==> src/rtl/bus_xfer_seq.sv <==
module bus_xfer_seq #(
  parameter int AW           = 32,
  parameter int CW           = 16,
  parameter int TW           = 4,
  parameter int BASIC_TICKS  = 2,
  parameter int MATCH_TICKS  = 1,
  parameter int STREAM_TICKS = 2,
  parameter int FAST_TICKS   = 1
) (
  input  logic            clk,
  input  logic            rst_n,
  input  logic            start,
  input  logic [AW-1:0]   start_addr,
  input  logic [CW-1:0]   word_count,
  input  logic [2:0]      mode,
  input  logic            wide,
  input  logic            tgt_stream,
  input  logic            dual_path,
  input  logic            rdy,
  input  logic [2*AW-1:0] wdata,
  output logic            busy,
  output logic            adr_strobe,
  output logic            dat_strobe,
  output logic [AW-1:0]   bus_adr,
  output logic [AW-1:0]   bus_dat,
  output logic            take,
  output logic            done,
  output logic [AW-1:0]   dbg_addr
);
  localparam logic [TW-1:0] B_LAST = TW'(BASIC_TICKS - 1);
  localparam logic [TW-1:0] M_LAST = TW'(MATCH_TICKS - 1);
  localparam logic [TW-1:0] S_LAST = TW'(STREAM_TICKS - 1);
  localparam logic [TW-1:0] F_LAST = TW'(FAST_TICKS - 1);

  typedef enum logic [2:0] {S_IDLE, S_ADR, S_WAIT, S_DAT, S_BEAT} st_t;
  typedef enum logic [1:0] {K_BASIC, K_MWAIT, K_MNOW, K_STRM} kind_t;

  st_t           state;
  kind_t         kind, kind_in;
  logic          w64, fast, wide_q;
  logic [TW-1:0] cnt;
  logic [CW-1:0] left;
  logic [AW-1:0] addr;

  logic stream_req, big, stream_ok;
  assign stream_req = (mode == 3'd3) || big;
  assign big        = (mode == 3'd4) || (mode == 3'd5);
  assign stream_ok  = tgt_stream && (!big || dual_path);
  assign kind_in    = (mode == 3'd1) ? K_MWAIT :
                      (mode == 3'd2) ? K_MNOW  :
                      (stream_req && stream_ok) ? K_STRM : K_BASIC;

  logic          matched;
  logic [TW-1:0] phase_len, beat_len;
  logic [AW-1:0] step;
  assign matched   = (kind == K_MWAIT) || (kind == K_MNOW);
  assign phase_len = matched ? M_LAST : B_LAST;
  assign beat_len  = fast ? F_LAST : S_LAST;
  assign step      = w64 ? AW'(8) : wide_q ? AW'(4) : AW'(2);

  assign busy       = state != S_IDLE;
  assign adr_strobe = state == S_ADR;
  assign dat_strobe = (state == S_DAT) || (state == S_BEAT);
  assign take       = dat_strobe && cnt == '0 && rdy;
  assign dbg_addr   = addr;
  assign bus_adr    = adr_strobe ? addr :
                      (state == S_BEAT && w64) ? wdata[2*AW-1:AW] : '0;
  assign bus_dat    = !dat_strobe ? '0 :
                      (w64 || wide_q) ? wdata[AW-1:0] : AW'(wdata[15:0]);

  always_ff @(posedge clk or negedge rst_n) begin
    if (!rst_n) begin
      state  <= S_IDLE;
      kind   <= K_BASIC;
      w64    <= 1'b0;
      fast   <= 1'b0;
      wide_q <= 1'b0;
      cnt    <= '0;
      left   <= '0;
      addr   <= '0;
      done   <= 1'b0;
    end else begin
      done <= 1'b0;
      case (state)
        S_IDLE: if (start && word_count != '0) begin
          kind   <= kind_in;
          w64    <= big && stream_ok;
          fast   <= (mode == 3'd5) && stream_ok;
          wide_q <= wide;
          addr   <= start_addr;
          left   <= word_count;
          cnt    <= (kind_in == K_MWAIT || kind_in == K_MNOW) ? M_LAST : B_LAST;
          state  <= S_ADR;
        end
        S_ADR:
          if (cnt != '0) cnt <= cnt - 1'b1;
          else if (kind == K_MWAIT) begin state <= S_WAIT; cnt <= M_LAST;    end
          else if (kind == K_STRM)  begin state <= S_BEAT; cnt <= beat_len;  end
          else                      begin state <= S_DAT;  cnt <= phase_len; end
        S_WAIT:
          if (cnt != '0) cnt <= cnt - 1'b1;
          else begin state <= S_DAT; cnt <= M_LAST; end
        S_DAT, S_BEAT:
          if (cnt != '0) cnt <= cnt - 1'b1;
          else if (rdy) begin
            addr <= addr + step;
            left <= left - 1'b1;
            if (left == CW'(1)) begin
              state <= S_IDLE;
              done  <= 1'b1;
            end else if (state == S_DAT) begin
              state <= S_ADR;
              cnt   <= phase_len;
            end else begin
              cnt <= beat_len;
            end
          end
        default: state <= S_IDLE;
      endcase
    end
  end

  assert_phase_excl_R1: assert property (@(posedge clk) disable iff (!rst_n)
    $onehot0({adr_strobe, dat_strobe}));
  assert_no_readdr_R4: assert property (@(posedge clk) disable iff (!rst_n)
    (state == S_BEAT) |=> !adr_strobe);
  assert_hold_R7: assert property (@(posedge clk) disable iff (!rst_n)
    (dat_strobe && !rdy) |=> $stable(dbg_addr) && dat_strobe);
  assert_done_after_take_R8: assert property (@(posedge clk) disable iff (!rst_n)
    done |-> !busy && $past(take));
  assert_addr_step_R9: assert property (@(posedge clk) disable iff (!rst_n)
    take |=> dbg_addr == $past(dbg_addr) + $past(step));
  assert_start_ignored_R10: assert property (@(posedge clk) disable iff (!rst_n)
    (busy && start) |=> $stable(kind) && $stable(wide_q) && $stable(w64));
endmodule

==> config.mk <==
export PLATFORM = sky130hd
export DESIGN_NAME = bus_xfer_seq
export DESIGN_NICKNAME = d
export VERILOG_FILES = /design/src/rtl/bus_xfer_seq.sv
export SDC_FILE = /design/constraint.sdc
export NUM_CORES = 1
export LEC_CHECK = 0
export BUFFER_PORTS_ARGS = -buffer_cell sky130_fd_sc_hd__buf_4
export CAP_MARGIN = 15
export CORE_MARGIN = 3
export CORE_UTILIZATION = 43
export DETAILED_ROUTE_END_ITERATION = 7
export PLACE_DENSITY_LB_ADDON = 0.08
export REMOVE_ABC_BUFFERS = 1
export SLEW_MARGIN = 20
export SYNTH_ARGS = -nofsm -noshare
export SYNTH_HDL_FRONTEND = slang
export SYNTH_SLANG_ARGS = --single-unit
==> constraint.sdc <==
create_clock -name clk -period 2.3 [get_ports clk]
set_input_delay 0.115 -clock clk [delete_from_list [all_inputs] [get_ports clk]]
set_output_delay 0.115 -clock clk [all_outputs]
set_load 0.03 [all_outputs]
## Word level (Yosys, flattened, before mapping)

Index checks and enable logic that the tools add are counted.

- $add $sub $neg: 3
- Equal/unequal tests: 23
- Muxes and demuxes: 44
- Reductions and logical operators: 28

Operators with widths:

| kind | count |
|---|---|
| 32-bit 2-to-1 mux | 7 |
| 32-bit one-hot mux with 2 select lines | 1 |
| 16-bit 2-to-1 mux | 3 |
| 32-bit by 4-bit adder with 32-bit output | 1 |
| 16-bit one-hot mux with 2 select lines | 1 |
| 3-bit 2-to-1 mux | 10 |
| 4-bit 2-to-1 mux | 7 |
| 16-bit by 1-bit == test with 1-bit output, second input constant | 1 |
| 4-bit one-hot mux with 4 select lines | 1 |
| 16-bit nonzero test | 1 |
| 16-bit by 1-bit subtractor with 16-bit output, second input constant | 1 |
| 3-bit by 2-bit == test with 1-bit output, second input constant | 4 |
| 3-bit one-hot mux with 4 select lines | 1 |
| 1-bit 2-to-1 mux | 10 |
| 2-bit != test, second input constant | 5 |
| 3-bit == test, second input constant | 3 |
| 3-bit != test, second input constant | 3 |
| 1-bit logical AND | 8 |
| 4-bit AND reduction | 2 |
| 4-bit nonzero test | 2 |
| 1-bit logical OR | 7 |
| 2-bit == test, second input constant | 3 |
| 3-bit by 1-bit == test with 1-bit output, second input constant | 2 |
| 2-bit 2-to-1 mux | 3 |
| 10 further kinds | 11 |

- Register bits after elaboration: 61
- Output and inout bits: 101

## Logic depth before layout (Yosys ltp)

Gate-level depths: netlist (run 1).

- Depth in word-level cells: 14
- Depth in mapped cells: 10
- Gate-level depth less buffers: 9

## Worst setup path after synthesis (run 1)

No wires, ideal clock.

- Path kind: flip-flop to output port
- Start point: register state[1]
- End point: output port bus_dat[10]
- Arrival: 2.278 ns
- Slack: -0.093 ns
- Cell stages (with the launch flop): 9
- Path buffers: 4
- Path through: dfrtp_1 -> clkbuf_1 -> or3b_2 -> o21a_1 -> buf_2 -> inv_1 -> buf_2 -> clkbuf_1 -> and2_1

- Word-level cells in the longest chain between the ends: 3
- Elaborated cells on any way between the ends: 4
- Those cells by class: eq/ne (2); mux (1); reduce/logical (1)

RTL lines:

| what | RTL line | RTL |
|---|---|---|
| start, declared | 38 | `st_t state;` |
| start signal, assigned | 73 | `state <= S_IDLE;` |
| start signal, assigned | 93 | `state <= S_ADR;` |
| start signal, assigned | 97 | `else if (kind == K_MWAIT) begin state <= S_WAIT; cnt <= M_LAST; end` |
| 3-bit by 2-bit == test with 1-bit output / 3-bit == test (equally long branches) | 63 | `assign dat_strobe = (state == S_DAT) \|\| (state == S_BEAT);` |
| 1-bit logical OR * | 63 |  |
| net dat_strobe | 23 | `output logic dat_strobe,` |
| 32-bit 2-to-1 mux * | 68 | `assign bus_dat = !dat_strobe ? '0 :` |
| end, declared | 25 | `output logic [AW-1:0] bus_dat,` |

The timed path passes the listed nets; every way through them passes the cells marked *.

## Final worst setup path (run 1)

- Start point: register w64
- End point: register addr[25], in the netlist dbg_addr[25]

- Word-level cells in the longest chain between the ends: 5

RTL lines:

| what | RTL line | RTL |
|---|---|---|
| start, declared | 40 | `logic w64, fast, wide_q;` |
| start signal, assigned | 87 | `w64 <= big && stream_ok;` |
| 4-bit 2-to-1 mux | 59 | `assign step = w64 ? AW'(8) : wide_q ? AW'(4) : AW'(2);` |
| 32-bit by 4-bit adder with 32-bit output | 106 | `addr <= addr + step;` |
| 32-bit 2-to-1 mux | 105 | `else if (rdy) begin` |
| 32-bit 2-to-1 mux | 104 | `if (cnt != '0) cnt <= cnt - 1'b1;` |
| 32-bit one-hot mux with 2 select lines | 84 | `case (state)` |
| end signal, assigned | 90 | `addr <= start_addr;` |
| end signal, assigned | 106 |  |
| end, declared | 43 | `logic [AW-1:0] addr;` |

Every way passes these cells. The select of a mux whose other input is x is not followed.
A chain may end at the register's enable or synchronous reset.

==> flow_summary.yaml, run 1 <==
status:
  status: "complete, but fails checks"
  violations: "negative setup slack"
cells_and_area:
  fin_cells: 945
  register_area_mm2: 0.00153
  n_antenna_cell: 0
  syn2layout_area_growth_pct: 51.5
  fillCellCount: 888
  nNetsFinal: 938
  multi_input_area_mm2: 0.00295
  drive_gt1_share_pct: 39.6
synth:
  yosysTopAreaCellShare_pct: 32.9
  ys_seq_area_share_pct: 32.9
  synth_seq_cells: 61
  synth_common_cells: "dfrtp_1 (61), a21oi_1 (56), nand2_1 (47), nor2_1 (42), and2_1 (37)"
  yosysWarningCount: 0
  synth_flop_cell: "dfrtp_1"
  syn_area_per_cell_um2: 8.17
  async_flop_share_pct: 100
  ys_types: 69
  synth.top_cells.by_area: "dfrtp_1 (33%), a22o_1 (6.6%), a21oi_1 (6.0%)"
  synth_edf_count: 0
  yosysMostFrequentCell: "dfrtp_1"
  synth_top_area_cell: "dfrtp_1"
  netlist_instances: 568
  synth_area_mm2: 0.00464
power:
  ir_drop_v: 0.000725
  pwr-share-seq_pct: 22.6
  leakage_nw: 3.26
  p_int_mw: 4.95
  swShare_pct: 50.7
  power.density_mw_per_mm2: 1430
  clockPowerShare_pct: 9.0
  comb_power_share_pct: 68.4
  switching_power_mw: 5.08
worst_setup_path:
  crit_required_ns: 2.52
  crit_fanout: 4
  worstPathArrival_ns: 2.53
  path_buf_inv: 2
  crit_chain: "nor2_2, ha_2, inv_2, fa_2, nor2b_2, o211ai_1, nor4_1, buf_4, a31oi_4, o22a_1"
  startpoint: "w64"
  rr_startpoint: "w64"
  path_class: "flop to flop"
  crit_family: "simple AND/OR/NAND/NOR gates"
  critPathMaxStageDelay_ns: 0.40
  worst_path_max_delay_cell: "dfrtp_1"
  end_kind: "flop"
  worstSetupStartpointType: "flop"
route:
  drc_errors: 0
  routed_wl_um: 16200
  dr_wl_met3_um: 1440
  drt-pass1-iter-count: 5
  wl_met2_um: 8190
  dr.max_layer_used: "met4"
  post_drt_wl_per_cell_um: 17.2
  met1Wirelength_um: 6440
  drtAntennaViolNets: 0
  vias: 5460
  viasPerCell: 5.78
  drt_iter0_markers: 270
global_routing:
  grt_pass1_vias: 4989
  grt_pass1_wl_um: 24200
  grt_max_degree: 62
  antenna_found_initial: 0
  track_usage_pct: 25.5
  grt-ovfl-total: 0
placed_design:
  dpl_worst_slack_ns: -0.0508
  dp.cells: 921
  finalWeightedCongestion: 0.874
  portBuffers: 222
  dp_hpwl_um: 11900
floorplanning:
  die_h_um: 110
  row_count: 37
  initial_core_util_pct: 44.6
  core_area_mm2: 0.0104
  die_area_mm2: 0.0121
  die_w_um: 110
  io_pins: 223
cts:
  cts_tree: "yes"
  htreeDepth: 3
  path_clk_slew_ns: 0.07
  root_buffer: "clkbuf_8"
  insertion_delay_ns: 0.34
  cts-buffers-inserted: 9
  cts.sinks: 61
  cts_buffer_depth: 2
timing:
  fmax_mhz: 434
  rsz0062_at_grt: "yes"
  setup_slack_ns: -0.00413
  worstMarginPinSlew_ns: 0.810
  post-route-period-util_pct: 100
  drv_slew: 0
  fin_skew_ns: 0.0101
  slew_headroom_pct: 46.0
  min_period_ns: 2.30
  finalSetupViolations: 1
  fin_hold_ws_ns: 0.0338
  finalHoldViolations: 0
flow_run:
  maxCapViolCount: 0
min_path:
  min_from: "start_addr[0]"
  hold_class: "input port to flop"
kinds of logic after synthesis:
group	synth area share, %
AOI/OAI and AO/OA	33.2
and+or+nand+nor	23.9
DFF	32.9
buffers and inverters	5.55
adders and majority gates	3.34
muxes	0.916
xor gates and xnor gates	0.189
power by group through the flow:
stage          clock, mW  combinational, mW  sequential [mW]
6_report           0.899               6.86             2.27
5_1_grt            0.974               7.41             2.35
4_1_cts            0.927               6.80             2.25
3_5_place_dp           0               6.52             2.27
3_3_place_gp           0               6.41             2.23
2_1_floorplan          0               3.59             2.64
worst min-delay path: stages:
cell     delay [ns]
buf_4          0.11
nand2_1        0.04
o21ai_0        0.07
registers in the layout (all words and copies together) (netlist names):
| signal | count |
|---|---|
| state | 3 |
| fast | 1 |
| kind | 2 |
| wide_q | 1 |
| dbg_addr | 32 |
| cnt | 4 |
| left | 16 |
| done | 1 |
| w64 | 1 |
stage by stage:
step | power (mW) | utilization, % | setup TNS, ns | instance area, um2
6_report | 10.0 | 67.5 | -0.00413 | 7030
5_1_grt | 10.7 | 67.5 | -0.670 | 7030
4_1_cts | 9.97 | 66.8 | 0 | 6960
3_5_place_dp | 8.79 | 63.9 | -0.0761 | 6660
3_3_place_gp | 8.63 | 63.9 | 0 | 6660
2_1_floorplan | 6.23 | - | -140.56 | 4440
per-layer routing:
layer / GRT usage, % / vias up
met3: 6.28 / 15
met2: 44.1 / 266
met1: 32.1 / 2560
met5: 0 / -
met4: 5.70 / 0
li1: - / 2619
path summary, 6_finish.rpt:
check | endpoint | slack [ns] | depth (start not counted)
setup / recovery | dbg_addr[25] | -0.004 | 10
max in group asynchronous | dbg_addr[1] | 1.35 | 2
min in group asynchronous | left[7] | 0.41 | 2
hold reg to reg | cnt[1] | 0.49 | 1
hold / removal | dbg_addr[0] | 0.03 | 3
setup reg to reg | dbg_addr[25] | -0.004 | 10
area by class of cell:
| type | instances | area share (%) |
|---|---|---|
| clock buffers | 12 | 2.35 |
| clock inverters | 3 | 0.285 |
| inverters | 14 | 0.783 |
| multi-input cells | 447 | 41.9 |
| flip-flops and latches | 61 | 21.7 |
| well taps | 136 | 2.42 |
| repair buffers | 272 | 30.6 |
cell usage in the layout, fill, tap and decap left out, types with 4 or more instances in the layout:
| cell type | synthesis | final |
|---|---|---|
| buf_12 | 0 | 5 |
| and3_1 | 9 | 9 |
| a22o_1 | 35 | 35 |
| o22ai_1 | 12 | 12 |
| and2_1 | 37 | 36 |
| inv_1 | 14 | 12 |
| nand3_1 | 18 | 17 |
| nor2_1 | 42 | 40 |
| o22a_1 | 12 | 12 |
| ha_1 | 10 | 9 |
| nor3_1 | 10 | 10 |
| a31o_2 | 4 | 4 |
| a211oi_1 | 4 | 4 |
| nor4_1 | 8 | 8 |
| a31oi_1 | 14 | 13 |
| or4_1 | 4 | 4 |
| dfrtp_1 | 61 | 61 |
| nand2_1 | 47 | 47 |
| buf_4 | 1 | 261 |
| nand2b_1 | 4 | 4 |
| nand4_1 | 13 | 13 |
| a311oi_1 | 4 | 4 |
| o2bb2ai_1 | 5 | 5 |
| o211ai_1 | 5 | 5 |
| clkbuf_8 | 0 | 12 |
| a21oi_1 | 56 | 54 |
| o21ai_0 | 32 | 31 |
what timing repair did:
action	CTS	global route
pin swaps	1	2
setup endpoints to repair	33	24
cloned	2	0
hold endpoints to repair	62	0
hold buffers	2	0
gates resized for setup	12	15
setup buffers	3	2
(Power assumes the default switching activity.)
==> run 2, diff against run 1 <==
--- a/config.mk
+++ b/config.mk
@@ -10,7 +10,7 @@
 export CORE_MARGIN = 3
 export CORE_UTILIZATION = 43
 export DETAILED_ROUTE_END_ITERATION = 7
-export PLACE_DENSITY_LB_ADDON = 0.08
+export PLACE_DENSITY = 0.86
 export REMOVE_ABC_BUFFERS = 1
 export SLEW_MARGIN = 20
 export SYNTH_ARGS = -nofsm -noshare
==> flow_summary.yaml, run 2 (synthesized netlist as in run 1, its figures left out) <==
timing:
  fin_skew_ns: 0.00843
  fmax_mhz: 436
  worstMarginPinSlew_ns: 0.818
  min_period_ns: 2.29
  finalHoldViolations: 0
  rsz0062_at_grt: "yes"
  drv_slew: 0
  slew_headroom_pct: 45.5
  finalSetupViolations: 0
  post-route-period-util_pct: 99.6
cells_and_area:
  mostFrequentLayoutCells: "buf_4 (265), dfrtp_1 (61), a21oi_1 (53), nand2_1 (47), nor2_1 (40)"
  final_util_pct: 67.2
  final_common_cell: "buf_4"
  n_antenna_cell: 0
  largest_reg_flops: 32
  multi_input_area_mm2: 0.00295
  fillCellCount: 843
  drive_gt1_share_pct: 40.2
  syn2layout_area_growth_pct: 50.8
  register_area_mm2: 0.00153
  nNetsFinal: 938
cts:
  htreeDepth: 3
  path_clk_slew_ns: 0.07
  cts_buffer_depth: 2
  cts-buffers-inserted: 9
  root_buffer: "clkbuf_8"
  cts_tree: "yes"
  insertion_delay_ns: 0.35
  cts.sinks: 61
route:
  post_drt_wl_per_cell_um: 18.0
  drt-pass1-iter-count: 5
  drtAntennaViolNets: 0
  routed_wl_um: 17000
  vias: 5589
  drt_iter0_markers: 306
  viasPerCell: 5.92
  drc_errors: 0
power:
  power_mw: 10.1
  ir_drop_v: 0.000874
  leakage_nw: 3.25
  power.density_mw_per_mm2: 1440
floorplanning:
  core_area_mm2: 0.0104
  row_count: 37
  die_h_um: 110
  die_area_mm2: 0.0121
  initial_core_util_pct: 44.6
  die_w_um: 110
  io_pins: 223
global_routing:
  grt-ovfl-total: 0
  track_usage_pct: 26.7
  grt_pass1_vias: 5481
  grt_max_degree: 62
  grt_pass1_wl_um: 25600
  antenna_found_initial: 0
placed_design:
  dp_hpwl_um: 12600
  finalWeightedCongestion: 0.877
  portBuffers: 222
worst_setup_path:
  worstSetupStartpointType: "flop"
  end_kind: "flop"
  path_class: "flop to flop"
  crit_required_ns: 2.54
  crit_fanout: 5
  worstPathArrival_ns: 2.53
flow_run:
  maxCapViolCount: 0
status:
  status: "finished, final reports clean"
min_path:
  hold_class: "input port to flop"
## run 2: cell type report
type,instances,share of cell area (%)
Tap cell,136,2.43
Sequential cell,61,21.8
Multi-Input combinational cell,447,42.2
Clock buffer,13,2.56
Clock inverter,1,0.0715
Timing Repair Buffer,272,30.2
Inverter,14,0.751
## run 2: layer usage
| metal | GRT usage [%] | share of wire (%) |
|---|---|---|
| met5 | 0 | 0 |
| met3 | 4.87 | 9.5 |
| met4 | 9.62 | 1.7 |
| met1 | 31.4 | 38 |
| met2 | 48.4 | 50 |
## run 2: critical path: stages, from the launching register on
cell and delay, ns:
dfrtp_1 0.40, buf_4 0.14, nand2b_1 0.11, inv_1 0.06
ha_1 0.26, nand3_1 0.13, a211oi_2 0.37, buf_4 0.20
nand2_1 0.13, o22a_1 0.19, o22a_1 0.19
## run 2: power breakdown
group	leakage (nW)	internal (mW)	switching, mW
Sequential	0.744	1.57	0.702
Clock	0.0974	0.496	0.426
Combinational	2.41	2.88	4.01
## run 2: repair_timing
action / in CTS / in global routing
setup buffers: 3 / 4
resized for setup: 11 / 16
endpoints found under the setup margin: 23 / 67
pin swaps: 3 / 4
cloned: 1 / 0
hold endpoints to repair: 61 / 0
hold buffers: 1 / 0
## run 2: worst paths after layout
path                            slack, ns  cells past startpoint           end          start
worst max-delay path                0.009                     10  dbg_addr[12]         wide_q
worst min-delay path                 0.02                      3   dbg_addr[0]  start_addr[0]
worst max register to register      0.009                     10  dbg_addr[12]         wide_q
worst min register to register       0.50                      2          fast           fast
max in group asynchronous            1.36                      2       kind[0]          rst_n
min in group asynchronous            0.40                      2       left[6]          rst_n
## run 2: stage by stage
step                hold slack, ns  TNS (ns)  worst slack, ns  instance area (um2)  std cells
floorplan                   -0.181   -140.56            -1.72                 4440        522
global placement             0.255         0           0.0268                 6660        921
finish                      0.0229         0          0.00855                 7000        944
CTS                         0.0202         0          0.00771                 6910        940
global route                0.0199     -1.32           -0.126                 7000        944
detailed placement           0.263    -0.140          -0.0727                 6660        921
